===== config.mk =====
export PLATFORM = sky130hd
export DESIGN_NAME = edgeCaptureUnit
export DESIGN_NICKNAME = d
export VERILOG_FILES = /design/src/rtl/capPkg.sv /design/src/rtl/capEdgeCtrl.sv /design/src/rtl/capDatapath.sv /design/src/rtl/edgeCaptureUnit.sv
export SDC_FILE = /design/constraint.sdc
export NUM_CORES = 1
export LEC_CHECK = 0
export ABC_AREA = 1
export ABC_CLOCK_PERIOD_IN_PS = 1500
export BUFFER_PORTS_ARGS = -buffer_cell sky130_fd_sc_hd__buf_2
export CORE_ASPECT_RATIO = 1.5
export CORE_MARGIN = 2
export CORE_UTILIZATION = 49
export DETAILED_ROUTE_END_ITERATION = 16
export HOLD_SLACK_MARGIN = 0.1
export PLACE_DENSITY = 0.82
export SYNTH_ARGS = -nofsm -noshare
export SYNTH_HDL_FRONTEND = slang
export SYNTH_SLANG_ARGS = --single-unit
export TNS_END_PERCENT = 50

===== constraint.sdc =====
create_clock -name clk -period 1.5 [get_ports clk]
set_input_delay 0.225 -clock clk [delete_from_list [all_inputs] [get_ports clk]]
set_output_delay 0.225 -clock clk [all_outputs]
set_load 0.05 [all_outputs]

===== src/rtl/capPkg.sv =====
package capPkg;
  localparam int CAP_CHANNELS = 2;
  localparam int MODE_BITS    = 2;

  typedef enum logic [MODE_BITS-1:0] {
    MODE_OFF  = 2'd0,
    MODE_RISE = 2'd1,
    MODE_FALL = 2'd2,
    MODE_ANY  = 2'd3
  } edgeMode_t;

  typedef struct packed {
    logic [CAP_CHANNELS-1:0] capture;
  } capStrobe_t;
endpackage


===== src/rtl/capEdgeCtrl.sv =====
module capEdgeCtrl
  import capPkg::*;
#(
  parameter int SYNC_STAGES = 2
) (
  input  logic                               clk,
  input  logic                               rstN,
  input  logic [CAP_CHANNELS-1:0]            capPin,
  input  logic [CAP_CHANNELS*MODE_BITS-1:0]  modeSel,
  output capStrobe_t                         strobe
);
  localparam int LAST = SYNC_STAGES - 1;

  for (genvar ch = 0; ch < CAP_CHANNELS; ch++) begin : g_chan
    logic [SYNC_STAGES-1:0] syncChain;
    logic                   prevLvl;
    logic                   lvl;
    logic                   riseSeen;
    logic                   fallSeen;
    edgeMode_t              chMode;

    always_ff @(posedge clk or negedge rstN) begin
      if (!rstN) begin
        syncChain <= '0;
        prevLvl   <= 1'b0;
      end else begin
        syncChain <= {syncChain[SYNC_STAGES-2:0], capPin[ch]};
        prevLvl   <= syncChain[LAST];
      end
    end

    assign lvl      = syncChain[LAST];
    assign riseSeen = lvl & ~prevLvl;
    assign fallSeen = ~lvl & prevLvl;
    assign chMode   = edgeMode_t'(modeSel[ch*MODE_BITS +: MODE_BITS]);

    always_comb begin
      unique case (chMode)
        MODE_RISE: strobe.capture[ch] = riseSeen;
        MODE_FALL: strobe.capture[ch] = fallSeen;
        MODE_ANY:  strobe.capture[ch] = riseSeen | fallSeen;
        default:   strobe.capture[ch] = 1'b0;
      endcase
    end

    // disabled channel never strobes
    a_r5_off_no_strobe: assert property (@(posedge clk) disable iff (!rstN)
      (chMode == MODE_OFF) |-> !strobe.capture[ch]);
    // rising mode strobes only once the synchronized level is high
    a_r2_rise_level: assert property (@(posedge clk) disable iff (!rstN)
      (strobe.capture[ch] && chMode == MODE_RISE) |-> (lvl && !prevLvl));
    // falling mode strobes only once the synchronized level is low
    a_r3_fall_level: assert property (@(posedge clk) disable iff (!rstN)
      (strobe.capture[ch] && chMode == MODE_FALL) |-> (!lvl && prevLvl));
  end
endmodule


===== src/rtl/capDatapath.sv =====
module capDatapath
  import capPkg::*;
#(
  parameter int CNT_W = 32
) (
  input  logic                          clk,
  input  logic                          rstN,
  input  capStrobe_t                    strobe,
  input  logic [CNT_W-1:0]              counterVal,
  input  logic [CAP_CHANNELS-1:0]       flagClr,
  input  logic [CAP_CHANNELS-1:0]       irqEn,
  output logic [CAP_CHANNELS*CNT_W-1:0] capVal,
  output logic [CAP_CHANNELS-1:0]       capFlag,
  output logic                          irq
);
  for (genvar ch = 0; ch < CAP_CHANNELS; ch++) begin : g_chan
    logic [CNT_W-1:0] capReg;
    logic             flagReg;

    always_ff @(posedge clk or negedge rstN) begin
      if (!rstN) begin
        capReg  <= '0;
        flagReg <= 1'b0;
      end else begin
        if (strobe.capture[ch]) capReg <= counterVal;
        if (strobe.capture[ch])  flagReg <= 1'b1;
        else if (flagClr[ch])    flagReg <= 1'b0;
      end
    end

    assign capVal[ch*CNT_W +: CNT_W] = capReg;
    assign capFlag[ch]               = flagReg;

    // a capture always leaves the flag set, even against a clear
    a_r8_flag_set: assert property (@(posedge clk) disable iff (!rstN)
      strobe.capture[ch] |=> capFlag[ch]);
    // a clear without a capture drops the flag
    a_r8_flag_clr: assert property (@(posedge clk) disable iff (!rstN)
      (flagClr[ch] && !strobe.capture[ch]) |=> !capFlag[ch]);
    // register holds whenever no capture strobe arrives
    a_r5_hold: assert property (@(posedge clk) disable iff (!rstN)
      !strobe.capture[ch] |=> $stable(capVal[ch*CNT_W +: CNT_W]));
    // a capture loads the counter value seen in that cycle
    a_r9_load: assert property (@(posedge clk) disable iff (!rstN)
      strobe.capture[ch] |=> (capVal[ch*CNT_W +: CNT_W] == $past(counterVal)));
  end

  assign irq = |(capFlag & irqEn);
endmodule


===== src/rtl/edgeCaptureUnit.sv =====
module edgeCaptureUnit
  import capPkg::*;
#(
  parameter int CNT_W       = 32,
  parameter int SYNC_STAGES = 2
) (
  input  logic                          clk,
  input  logic                          rstN,
  input  logic [CAP_CHANNELS-1:0]       capPin,
  input  logic [CNT_W-1:0]              counterVal,
  input  logic [CAP_CHANNELS*MODE_BITS-1:0] modeSel,
  input  logic [CAP_CHANNELS-1:0]       flagClr,
  input  logic [CAP_CHANNELS-1:0]       irqEn,
  output logic [CAP_CHANNELS*CNT_W-1:0] capVal,
  output logic [CAP_CHANNELS-1:0]       capFlag,
  output logic                          irq
);
  capStrobe_t strobe;

  capEdgeCtrl #(.SYNC_STAGES(SYNC_STAGES)) u_ctrl (
    .clk     (clk),
    .rstN    (rstN),
    .capPin  (capPin),
    .modeSel (modeSel),
    .strobe  (strobe)
  );

  capDatapath #(.CNT_W(CNT_W)) u_dp (
    .clk        (clk),
    .rstN       (rstN),
    .strobe     (strobe),
    .counterVal (counterVal),
    .flagClr    (flagClr),
    .irqEn      (irqEn),
    .capVal     (capVal),
    .capFlag    (capFlag),
    .irq        (irq)
  );

  // interrupt is raised only for an enabled, set flag; flags change only by capture or clear
  a_r10_irq_src: assert property (@(posedge clk) disable iff (!rstN)
    irq |-> ((capFlag & irqEn) != '0));
  a_r8_no_spurious: assert property (@(posedge clk) disable iff (!rstN)
    ((strobe.capture == '0) && (flagClr == '0)) |=> $stable(capFlag));
endmodule


== After elaboration in Yosys (flattened, before gate mapping) ==
Index checks and enable logic that the tools add are counted.

* Word-level logic and storage cells: 34
* Output and inout port bits: 67
* Bits in registers: 72

* Equality and inequality tests: 6
* Reductions and logical operators: 3
* Multiplexer cells: 6
* Bitwise logic cells: 11

{| class="wikitable"
|+ Operators by type and width
! cell !! count
|-
| $eq A2 B2 Y1 const B || 4
|-
| $pmux W1 S3 || 2
|-
| $and A1 B1 Y1 || 4
|-
| $eq A2 B1 Y1 const B || 2
|-
| $mux W1 || 4
|-
| $not A1 Y1 || 4
|-
| $reduce_bool A2 Y1 || 2
|-
| $and A2 B2 Y2 || 1
|-
| $or A1 B1 Y1 || 2
|-
| $reduce_or A2 Y1 || 1
|}

== Longest topological paths before layout ==
Gate-level depths: netlist of the first run.

* Depth after elaboration: 5
* Gate-level depth with buffers: 8

== Hierarchy ==
Synthesis of the first run repeated with hierarchy kept, for this count alone.

* Cells, all modules: 313
* Area, all modules: 2942.8 µm²

{| class="wikitable"
|+ By module, submodules not included
! module !! area an instance (µm²) !! cells an instance !! instances
|-
| capDatapath || 2665.1 || 285 || 1
|-
| capEdgeCtrl || 277.8 || 28 || 1
|}

== Least setup slack after synthesis of the first run ==
OpenSTA, ideal clock, no wires.

* Path kind: register -> register
* Start point: reg u_ctrl.g_chan[0].syncChain[1]
* End point: reg u_dp.g_chan[0].capReg[10]
* Data arrival time: 1.127 ns
* Setup slack: 0.255 ns
* Stages on the path, launching flop included: 8
* Required time: 1.382 ns
* Cell sequence: dfrtp_1 -> ha_1 -> inv_1 -> nand2_1 -> nand3_1 -> buf_2 -> nand3_1 -> nand2_1

* Word-level cells in the longest chain between the ends: 4
* Elaborated cells on any way between the ends: 5

{| class="wikitable"
|+ RTL lines
! item !! RTL line !! source
|-
| start, declared || capEdgeCtrl.sv:15 || <nowiki>logic [SYNC_STAGES-1:0] syncChain;</nowiki>
|-
| start signal, assigned || capEdgeCtrl.sv:27 || <nowiki>syncChain <= {syncChain[SYNC_STAGES-2:0], capPin[ch]};</nowiki>
|-
| $not A1 Y1 || capEdgeCtrl.sv:34 || <nowiki>assign fallSeen = ~lvl & prevLvl;</nowiki>
|-
| $and A1 B1 Y1 || capEdgeCtrl.sv:34 ||
|-
| $or A1 B1 Y1 || capEdgeCtrl.sv:41 || <nowiki>MODE_ANY: strobe.capture[ch] = riseSeen | fallSeen;</nowiki>
|-
| $pmux W1 S3 * || capEdgeCtrl.sv:38 || <nowiki>unique case (chMode)</nowiki>
|-
| end signal, assigned || capDatapath.sv:25 || <nowiki>if (strobe.capture[ch]) capReg <= counterVal;</nowiki>
|-
| end, declared || capDatapath.sv:17 || <nowiki>logic [CNT_W-1:0] capReg;</nowiki>
|}

Mark *: on every way between the ends. The rest lies on a longest branch, timed or not.
A chain may end at the register's enable or synchronous reset.

== Final worst setup path of the first run ==
* Start point: reg u_ctrl.g_chan[0].syncChain[1]
* End point: reg u_dp.g_chan[0].capReg[11]

The elaborated chain is that of the path after synthesis.

==> results of run 1 <==
through the flow:
step | util (%) | area [µm²] | hold slack (ns) | cells
finish | 66.7 | 4030 | 0.122 | 527
global route | 66.7 | 4030 | 0.114 | 527
CTS | 66.7 | 4030 | 0.103 | 527
detailed placement | 61.5 | 3710 | 0.186 | 507
global placement | 61.5 | 3710 | 0.179 | 507
floorplan | - | 3030 | -0.0706 | 329
worst max-delay path, delay by kind of cell, from the launching register on:
family | cells | cell delay (ns)
flip-flops | 1 | 0.40
buffers and inverters | 2 | 0.30
AND/OR/NAND/NOR | 4 | 0.32
adder cells (fa/ha/maj) | 1 | 0.31
cells by family (layout without fill, tap and decap cells):
logic type	Yosys count	after routing	synth area share (%)
AO/OA/AOI/OAI	3	3	0.785
adder cells (fa/ha/maj)	4	4	1.65
buffers and inverters	40	164	6.20
flip-flops	72	72	59.5
AND/OR/NAND/NOR	210	210	31.9
cell type report:
| cell class | instances | area [µm²] |
|---|---|---|
| clock buffers | 10 | 138 |
| clock inverters | 5 | 129 |
| fillers | 500 | 2010 |
| inverters | 14 | 52.6 |
| multi-input cells | 217 | 1040 |
| flip-flops and latches | 72 | 1800 |
| well taps | 74 | 92.6 |
| repair buffers | 135 | 778 |
layout by cell type (no fill, tap or decap):
cell / n
nand3_1: 132
buf_2: 109
nand2_1: 76
dfrtp_1: 72
buf_4: 19
inv_1: 12
clkbuf_8: 10
dlygate4sd3_1: 5
ha_1: 4
bufinv_16: 4
inv_2: 2
nand3_2: 2
o211ai_1: 2
buf_12: 2
a22o_1: 1
clkinv_4: 1
worst max path at each step:
stage | to | slack (ns)
finish | u_dp.g_chan[0].capReg[11] | 0.11
global route | u_dp.g_chan[1].capReg[0] | 0.03
CTS | irq | 0.10
detailed placement | u_dp.g_chan[1].capReg[15] | 0.15
global placement | u_dp.g_chan[0].capReg[18] | 0.19
floorplan | u_dp.g_chan[0].capReg[10] | 0.25
registers in the layout, indices dropped and copies added, names as in the netlist:
register,flops
u_dp.g_chan.capReg,64
u_dp.g_chan.flagReg,2
u_ctrl.g_chan.prevLvl,2
u_ctrl.g_chan.syncChain,4
power groups by stage:
stage               Combinational (mW)  Sequential (mW)  Clock (mW)
CTS                               2.18             2.44        2.05
global route                      2.30             2.47        2.14
detailed placement                2.17             2.47           0
global placement                  2.13             2.47           0
floorplan                        0.497             3.53           0
finish                            2.17             2.44        2.02
metal layers:
layer,up-vias,part of all wire (%),track usage (%)
li1,1341,-,-
met1,1352,37,29.6
met2,138,54,42.4
met5,-,0,0
met4,0,2.1,14.2
met3,11,6.6,3.59
==> results.md, run 1 <==
- Outcome: completed
- Synth warn: 0
- RR Startpoint: u_ctrl.g_chan[0].syncChain[1]
- Sw power: 2.55 mW
- Antenna Diode Count: 0
- Layout area overhead: 33.1%
- Setup slack after layout: 0.111 ns
- Netlist cell types: 11
- H-tree levels: 3
- Post-synth EDFFs: 0
- Cell taking the most area after synthesis: dfrtp_1
- Clk buf depth: 2
- Number of antenna violations at the first check in global routing: 0
- Register bit count reported by yosys: 72
- Gate power share: 32.7%
- Wirelength per Cell: 15.3 µm
- Grt ovf: 0
- Top cell types by occurrence after synthesis: 132 x nand3_1, 76 x nand2_1, 72 x dfrtp_1
- R2r setup slk: 0.11 ns
- Routed Antenna Nets: 0
- Max_cap viols: 0
- First-pass GRT wire length: 12.6 mm
- Post-synth top area share: 59.5%
- Crit-path cells: ha_1 > inv_1 > nand2_1 > nand3_1 > buf_4 > nand3_1 > nand2_1
- Pin count of the biggest net entering global routing: 32
- CTS resizes: 0
- CP peak stage delay: 0.40 ns
- Pre-CTS WS: 0.152 ns
- Reg power frac: a little under two fifths
- CTS root buffer: clkbuf_8
- Post-DP HPWL: 5.84 mm
- Static Leakage: 2.24 nW
- Quantity of hold-fixing buffers added after cts: 5
- Syn_nets: 377
- Worst-margin pin slew: 0.389 ns
- CP startpoint: u_ctrl.g_chan[0].syncChain[1]
- Nets: 497
- Arr. time, crit path: approximately 1.7 ns
- Total Wirelength: 8.06 mm
- Core ar.: 6040 µm²
- Initial Util: 50.1%
- Final Wtd Congestion: 0.839
- Synthesized area: approximately 3000 µm²
- CP endpoint kind: flip-flop
- Clock-pin slew on the worst setup and hold paths: 0.08 ns
- Req. time, crit path: 1.78 ns
- Post-CTS Setup Inserts: 0
- DIE WIDTH: 68.2 µm
- DR iter-0 viols: 171
- DR pass1 iterations: 4
- Routed via count: 2842
- Max Clock Freq: 720 MHz
- Hold wc startpoint: counterVal[23]
- Final setup fails: 0
- CP Launch Type: flip-flop
- Avg Cell Area, Syn: 9.21 µm²
- RSZ-0062 raised after global routing: false
- Sequential fraction of the synthesis area: 59.5%
- Most frequent cell after synthesis: nand3_1
- RR Endpoint: u_dp.g_chan[0].capReg[11]
- Min Tclk post-route: 1.39 ns
- Hold Vio Cnt, Final: 0
- # DRC: 0
- Rel. slew slack: 74.1%
- Pwr Total: 6.63 mW
- IO Pins: 111
- CTS tree: yes
- Hold Crit Class: primary input to flip-flop
- Top FF cell, synth: dfrtp_1
- Synth top area cells: dfrtp_1 59%, nand3_1 22%, nand2_1 9.4%
- Drt via density: 5.39
- Internal power: 4.08 mW
- Async S/R FF share, synth: 100%
- Clk pwr share: a little under a third
- Clk Latency, worst-skew pair: 0.34 ns
- Peak VDD IR: 0.882 mV
- Die Y: 100 µm
- I/O Buffers: 110
- Row count: 35
- Hold EP: u_dp.g_chan[1].capReg[23]
- CP Class: flip-flop to flip-flop
- CTS sink count: 72
- Slew Limit Fails: 0
- Final Skew: 0.0106 ns
- Sw frac: 38.4%
- Period utilisation layout: between 90% and 100%
- Post-Synthesis Cells: 329
- PwrDens: 1640 nW/µm²
- Hold-critical path depth: 3
- CTS buffer count: 9
- Vias in the first global route: 2682
- Gr usage total: 25.1%
- Total die area: 6840 µm²
- Share of cells above drive strength 1: 32.9%
- Worst-path maximum fanout: 19
- Final setup TNS: 0 ns
- Worst path slowest cell: dfrtp_1
- Reg2reg path depth: 7
(Power assumes the default switching activity.)
==> inputs of run 2 (changes only) <==
- ABC_AREA: 1 -> default
- SYNTH_HIERARCHICAL: default -> 1
==> results.md, run 2 <==
- Outcome: finished, violations left
- Failing checks: setup timing
- CTS buffer count: 9 (unchanged)
- Hold wc startpoint: counterVal[22]
- Largest family of logic cells by synthesized area: multiplexers
- DR iter-0 viols: 125 (-27%)
- CTS sink count: 72 (unchanged)
- Reg2reg path depth: 8 (+1)
- Synthesized area: 3050 µm² (+0.58%)
- DIE WIDTH: 68.4 µm (+0.27%)
- Final setup fails: 65 (+65)
- Drt via density: 4.89 (-9.3%)
- Top cell types by occurrence after synthesis: 72 x dfrtp_1, 58 x mux2_4, 6 x buf_12, 6 x inv_1, 6 x mux2_2
- Setup slack after layout: -0.213 ns (-0.323 ns)
- Grt ovf: 0 (unchanged)
- Row count: 35 (unchanged)
- Top FF cell, synth: dfrtp_1
- Synth Area in Adders: 1.64% (-0.0095 points)
- Die Y: 101 µm (+0.28%)
- H-tree levels: 3 (unchanged)
- Share of cells above drive strength 1: 71.0% (+38 points)
- CTS tree: yes
- Post-Synth Simple-Gate Area: 1.07% (-31 points)
- Nets: 346 (-30%)
- Max_cap viols: 0 (unchanged)
- RR Startpoint: u_ctrl/g_chan[0].syncChain[1]
- Most frequent cells in the layout: 110 x buf_2, 72 x dfrtp_1, 58 x mux2_4
- First-pass GRT wire length: 9.31 mm (-26%)
- Final Skew: 0.00757 ns (-0.00304 ns)
- Hold Crit Class: primary input to flip-flop
- Total Wirelength: 6.09 mm (-24%)
- # DRC: 0 (unchanged)
- Pre-CTS WS: -0.206 ns (-0.358 ns)
- Rel. slew slack: 75.5% (+1.5 points)
- RSZ-0062 raised after global routing: true
- Final Wtd Congestion: 0.742 (-12%)
- Wirelength per Cell: 16.2 µm (+5.6%)
- Min Tclk post-route: 1.71 ns (+0.323 ns)
- Post-synthesis mux area share: 30.8% (+31 points)
- CP endpoint kind: flip-flop
- Static Leakage: 2.06 nW (-8.0%)
- Largest regs: u_dp/g_chan.capReg x64, u_ctrl/g_chan.syncChain x4
- Total die area: 6880 µm² (+0.55%)
- Avg Cell Area, Syn: 18.0 µm² (+96%)
- Hold Vio Cnt, Final: 0 (unchanged)
- Post-DP HPWL: 4.22 mm (-28%)
- Netlist cell types: 13 (+2)
- XOR/XNOR Fraction of Synth Area: 0% (unchanged)
- Register bit count reported by yosys: 72 (unchanged)
- Sequential fraction of the synthesis area: 59.1% (-0.34 points)
- Synth top area cells: dfrtp_1 59%, mux2_4 29%, buf_12 3.9%
- Clock-pin slew on the worst setup and hold paths: 0.08 ns (about the same)
- DR pass1 iterations: 4 (unchanged)
- Largest register FFs: 64 (unchanged)
- Peak VDD IR: 0.959 mV (+8.8%)
- Period utilisation layout: 114% (+22 points)
- Worst-path maximum fanout: 8 (-11)
- Routed via count: 1843 (-35%)
- Compound-Gate Fraction of Synth Area: 1.44% (+0.65 points)
- Synth warn: 6 (+6)
- I/O Buffers: 110 (unchanged)
- Syn_nets: 217 (-42%)
- RR Endpoint: u_dp/g_chan[0].capReg[6]
- Vias in the first global route: 1921 (-28%)
- Layout area overhead: 32.7%
- Max Clock Freq: 584 MHz (-19%)
- Slew Limit Fails: 0 (unchanged)
- Most frequent cell after synthesis: dfrtp_1
- Clk Latency, worst-skew pair: 0.33 ns (about the same)
- CTS root buffer: clkbuf_8
- Post-Synthesis Cells: 169 (-49%)
- Req. time, crit path: 1.72 ns (-0.06 ns)
- Async S/R FF share, synth: 100% (unchanged)
- Number of antenna violations at the first check in global routing: 1 (+1)
- Core ar.: 6090 µm² (+0.72%)
- Commonest non-fill, non-tap cell in the layout: buf_2
- Hold EP: u_dp/g_chan[0].capReg[22]
- PwrDens: 1710 nW/µm² (+4.2%)
- Clk buf depth: 2 (unchanged)
- Worst-margin pin slew: 0.367 ns (-0.0218 ns)
- Cell Area, Placed: 3660 µm² (-1.3%)
- Cell taking the most area after synthesis: dfrtp_1
- Design area: 4040 µm² (+0.28%)
- Initial Util: 50.1% (-0.073 points)
- Gr usage total: 18.4% (-6.7 points)
- Post-synth EDFFs: 0 (unchanged)
- Post-synth top area share: 59.1% (-0.34 points)
- CP Class: flip-flop to flip-flop
- Antenna Diode Count: 0 (unchanged)
- R2r setup slk: -0.21 ns (-0.32 ns)
- Pin count of the biggest net entering global routing: 73 (+130%)
- IO Pins: 111 (unchanged)
- CP Launch Type: flip-flop
- Arr. time, crit path: 1.93 ns (+0.26 ns)
- Routed Antenna Nets: 0 (unchanged)
- Hold-critical path depth: 2 (-1)
- Largest register by flop count: u_dp/g_chan.capReg
[run 2: cell types whose count changed after synthesis, moves of 6 or more]
cell	change
nand2_1	-74
buf_2	-24
mux2_4	+58
nand3_1	-132
inv_1	-6
buf_12	+6
mux2_2	+6
[run 2: critical path: stages (launching register included)]
cell and delay [ns]:
dfrtp_1 0.39, inv_2 0.06, ha_4 0.27, nor2b_4 0.04, o21ai_2 0.17, o21ai_4 0.08
buf_12 0.15, clkbuf_16 0.16, mux2_4 0.29
[run 2: report_power, final]
| part | internal, mW | total, mW | leakage [nW] | switching [mW] |
|---|---|---|---|---|
| Sequential | 2.35 | 2.58 | 0.846 | 0.235 |
| Clock | 0.767 | 1.47 | 0.0952 | 0.706 |
| Combinational | 0.951 | 2.87 | 1.12 | 1.92 |
[run 2: final cells by class]
type,count,area [µm²]
Fill cell,433,2040
Sequential cell,72,1800
Multi-Input combinational cell,81,1130
Timing Repair Buffer,128,802
Clock buffer,9,124
Tap cell,74,92.6
Clock inverter,7,72.6
Inverter,6,22.5
[run 2: worst max path at each step]
| stage | startpoint | end | slack, ns | cells past startpoint |
|---|---|---|---|---|
| 6_report | u_ctrl/g_chan[0].syncChain[1] | u_dp/g_chan[0].capReg[6] | -0.21 | 8 |
| 5_1_grt | u_ctrl/g_chan[0].syncChain[1] | u_dp/g_chan[0].capReg[6] | -0.26 | 8 |
| 4_1_cts | u_ctrl/g_chan[0].syncChain[1] | u_dp/g_chan[0].capReg[8] | -0.19 | 7 |
| 3_5_place_dp | u_ctrl/g_chan[0].syncChain[1] | u_dp/g_chan[0].capReg[21] | -0.21 | 7 |
| 3_3_place_gp | u_ctrl/g_chan[0].syncChain[1] | u_dp/g_chan[0].capReg[10] | -0.15 | 7 |
| 2_1_floorplan | u_ctrl/g_chan[0].prevLvl | u_dp/g_chan[0].capReg[0] | -0.09 | 7 |
[run 2: kinds of logic (layout without fill, tap and decap cells)]
group | Yosys count | count (layout)
AND/OR/NAND/NOR | 6 | 6
multiplexers | 64 | 64
adder cells (fa/ha/maj) | 4 | 4
flip-flops | 72 | 72
AO/OA/AOI/OAI | 7 | 7
buffers and inverters | 16 | 150
[run 2: what timing repair did]
action | CTS | global route
pin swaps | 0 | 3
hold buffers | 3 | 0
gates resized for setup | 3 | 9
setup endpoints to repair | 65 | 65
gates cloned | 0 | 3
hold endpoints to repair | 74 | 0
setup buffers | 2 | 2
[run 2: stage by stage]
| stage | hold slack, ns | util (%) | setup TNS (ns) | instances | power (mW) |
|---|---|---|---|---|---|
| floorplan | -0.0706 | - | -5.28 | 169 | 4.77 |
| global placement | 0.272 | 60.2 | -7.75 | 351 | 5.36 |
| detailed placement | 0.277 | 60.2 | -9.88 | 351 | 5.42 |
| CTS | 0.116 | 64.4 | -10.06 | 372 | 6.94 |
| global route | 0.122 | 66.4 | -13.60 | 377 | 7.23 |
| finish | 0.136 | 66.4 | -9.98 | 377 | 6.93 |
[run 2: layer usage]
layer  vias up  wire length (µm)  track usage (%)  part of all wire [%]
met3        12               280             3.91                   4.6
met2        60              3310             30.1                    54
met4         2               138             10.2                   2.3
met5         -                11                0                  0.18
li1        835                 -                -                     -
met1       934              2350             21.8                    39
==> inputs of run 3 (changes only) <==
- PLACE_DENSITY: 0.82 -> 0.79
==> results.md, run 3 (synthesized netlist as in run 2, its figures left out) <==
- Outcome: finished, violations left
- Failing checks: setup timing
- Antenna Diode Count: 0 (unchanged)
- Peak VDD IR: 0.995 mV (+3.8%)
- CP peak stage delay: 0.38 ns (about the same)
- Clk Latency, worst-skew pair: 0.34 ns (about the same)
- Gate power share: 41.8% (+0.3 points)
- DR pass1 iterations: 4 (unchanged)
- Reg2reg path depth: 7 (-1)
- Worst path slowest cell: dfrtp_1
- Period utilisation layout: 113% (-0.95 points)
- Static Leakage: 2.07 nW (about the same)
- Total Wirelength: 6.50 mm (+6.8%)
- Share of cells above drive strength 1: 71.4% (+0.47 points)
- CP endpoint kind: flip-flop
- Min Tclk post-route: 1.70 ns (-0.0142 ns)
- IO Pins: 111 (unchanged)
- Total die area: 6880 µm² (unchanged)
- First-pass GRT wire length: 9.73 mm (+4.5%)
- Routed Antenna Nets: 0 (unchanged)
- Top delay family on crit path: flip-flops
- CTS root buffer: clkbuf_8
- Final setup fails: 65 (unchanged)
- Final Wtd Congestion: 0.756 (+1.9%)
- Grt ovf: 0 (unchanged)
- Largest regs: u_dp/g_chan.capReg x64, u_ctrl/g_chan.syncChain x4
- Vias in the first global route: 1953 (+1.7%)
- CTS tree: yes
- Hold-critical path depth: 2 (unchanged)
- # DRC: 0 (unchanged)
- Layout area overhead: 32.6% (about the same)
- Rel. slew slack: 73.9% (-1.6 points)
- Die Y: 101 µm (unchanged)
- Sw frac: 41.3% (about the same)
- Wirelength per Cell: 17.3 µm (+7.3%)
- Routed via count: 1846 (+0.16%)
- PwrDens: 1710 nW/µm² (about the same)
- Final Skew: 0.0118 ns (+0.00423 ns)
- Worst-path maximum fanout: 7 (-1)
- Largest register FFs: 64 (unchanged)
- Reg power frac: 37.3% (about the same)
- Clk buf depth: 2 (unchanged)
- Slew Limit Fails: 0 (unchanged)
- H-tree levels: 3 (unchanged)
- Hold Crit Class: primary input to flip-flop
- Pin count of the biggest net entering global routing: 73 (unchanged)
- DR iter-0 viols: 70 (-44%)
- CP Class: flip-flop to flip-flop
- Max Clock Freq: 589 MHz (+0.84%)
- Commonest non-fill, non-tap cell in the layout: buf_2
- Gr usage total: 19.5% (+1.1 points)
- # placed instances: 352 (+0.28%)
- Most frequent cells in the layout: 110 x buf_2, 72 x dfrtp_1, 60 x mux2_4
- Post-DP HPWL: 4.26 mm (+0.85%)
- DIE WIDTH: 68.4 µm (unchanged)
- I/O Buffers: 110 (unchanged)
- Row count: 35 (unchanged)
- Largest register by flop count: u_dp/g_chan.capReg
- Arr. time, crit path: 1.92 ns (about the same)
- Pre-CTS WS: -0.171 ns (+0.0346 ns)
- CTS sink count: 72 (unchanged)
- Crit-path cells: inv_1 > ha_2 > nor2b_2 > o21ai_2 > o21ai_4 > buf_6 > mux2_4
- Crit path depth: 7 (-1)
- Setup slack after layout: -0.198 ns (+0.0142 ns)
- RSZ-0062 raised after global routing: true
- Hold Vio Cnt, Final: 0 (unchanged)
- Clk pwr share: 21.0% (-0.3 points)
- Req. time, crit path: 1.72 ns (about the same)
- CP Buf/Inv Count: 2 (-1)
- CTS buffer count: 9 (unchanged)
- Max_cap viols: 0 (unchanged)
- Sw power: 2.86 mW (-0.13%)
- Core ar.: 6090 µm² (unchanged)
- Initial Util: 50.1% (unchanged)
- Worst-margin pin slew: 0.392 ns (+0.0243 ns)
- Non-Filler Instances: 375 (-0.53%)
- Nets: 345 (-0.29%)
- Internal power: 4.06 mW (-0.19%)
- CP Launch Type: flip-flop
- Drt via density: 4.92 (+0.70%)
- Clock-pin slew on the worst setup and hold paths: 0.08 ns (about the same)
- Number of antenna violations at the first check in global routing: 0 (-1)
-- run 3: cell count changes in the layout (fill, tap and decap cells not counted), sizes merged --
cell | previous run | this run
clkinvlp | 2 | 1
clkbuf | 11 | 12
buf | 123 | 121
-- run 3: through the flow --
step / hold slack [ns] / power (mW) / area, µm² / utilization, % / TNS (ns)
after global routing: 0.107 / 7.21 / 4040 / 66.4 / -16.20
after floorplan: -0.0706 / 4.77 / 3050 / - / -5.28
after global placement: 0.275 / 5.36 / 3670 / 60.3 / -7.15
after detailed placement: 0.282 / 5.42 / 3670 / 60.3 / -9.05
final: 0.124 / 6.91 / 4040 / 66.4 / -11.08
after CTS: 0.112 / 6.90 / 3890 / 64.0 / -11.03
-- run 3: what timing repair did --
action                                  CTS  global route
endpoints found under the setup margin   66            66
endpoints found under the hold margin    74             0
buffers inserted                          0             1
pin swaps                                 2             3
gates resized for setup                   2            14
cloned                                    0             4
hold buffers                              3             0
-- run 3: cell type report --
type | count | area (µm²)
clock buffer | 9 | 124
tap | 74 | 92.6
timing repair buffer | 127 | 800
inverter | 6 | 22.5
multi-input combinational | 81 | 1140
clock inverter | 6 | 61.3
fill | 443 | 2050
sequential | 72 | 1800
-- run 3: worst paths after layout --
kind	to	from	slack [ns]
hold / removal	u_dp/g_chan[0].capReg[2]	counterVal[2]	0.12
setup / recovery	u_dp/g_chan[1].capReg[10]	u_ctrl/g_chan[1].syncChain[1]	-0.20
hold reg to reg	u_ctrl/g_chan[1].syncChain[1]	u_ctrl/g_chan[1].syncChain[0]	0.35
max in group asynchronous	u_dp/g_chan[1].capReg[11]	rstN	0.74
min in group asynchronous	u_dp/g_chan[0].capReg[7]	rstN	0.41
setup reg to reg	u_dp/g_chan[1].capReg[10]	u_ctrl/g_chan[1].syncChain[1]	-0.20
-- run 3: per-layer routing --
| layer | up-vias | GRT usage [%] | part of all wire [%] |
|---|---|---|---|
| li1 | 837 | - | - |
| met4 | 0 | 9.85 | 1.8 |
| met3 | 9 | 3.80 | 4.6 |
| met5 | - | 0 | 0 |
| met1 | 938 | 23.4 | 40 |
| met2 | 62 | 32.3 | 54 |
-- run 3: power by group through the flow --
stage | Sequential [mW] | Clock, mW | Combinational, mW
after floorplan | 3.98 | 0 | 0.791
after global placement | 2.59 | 0 | 2.77
after detailed placement | 2.60 | 0 | 2.82
after CTS | 2.57 | 1.49 | 2.83
after global routing | 2.63 | 1.58 | 3.00
final | 2.58 | 1.45 | 2.89
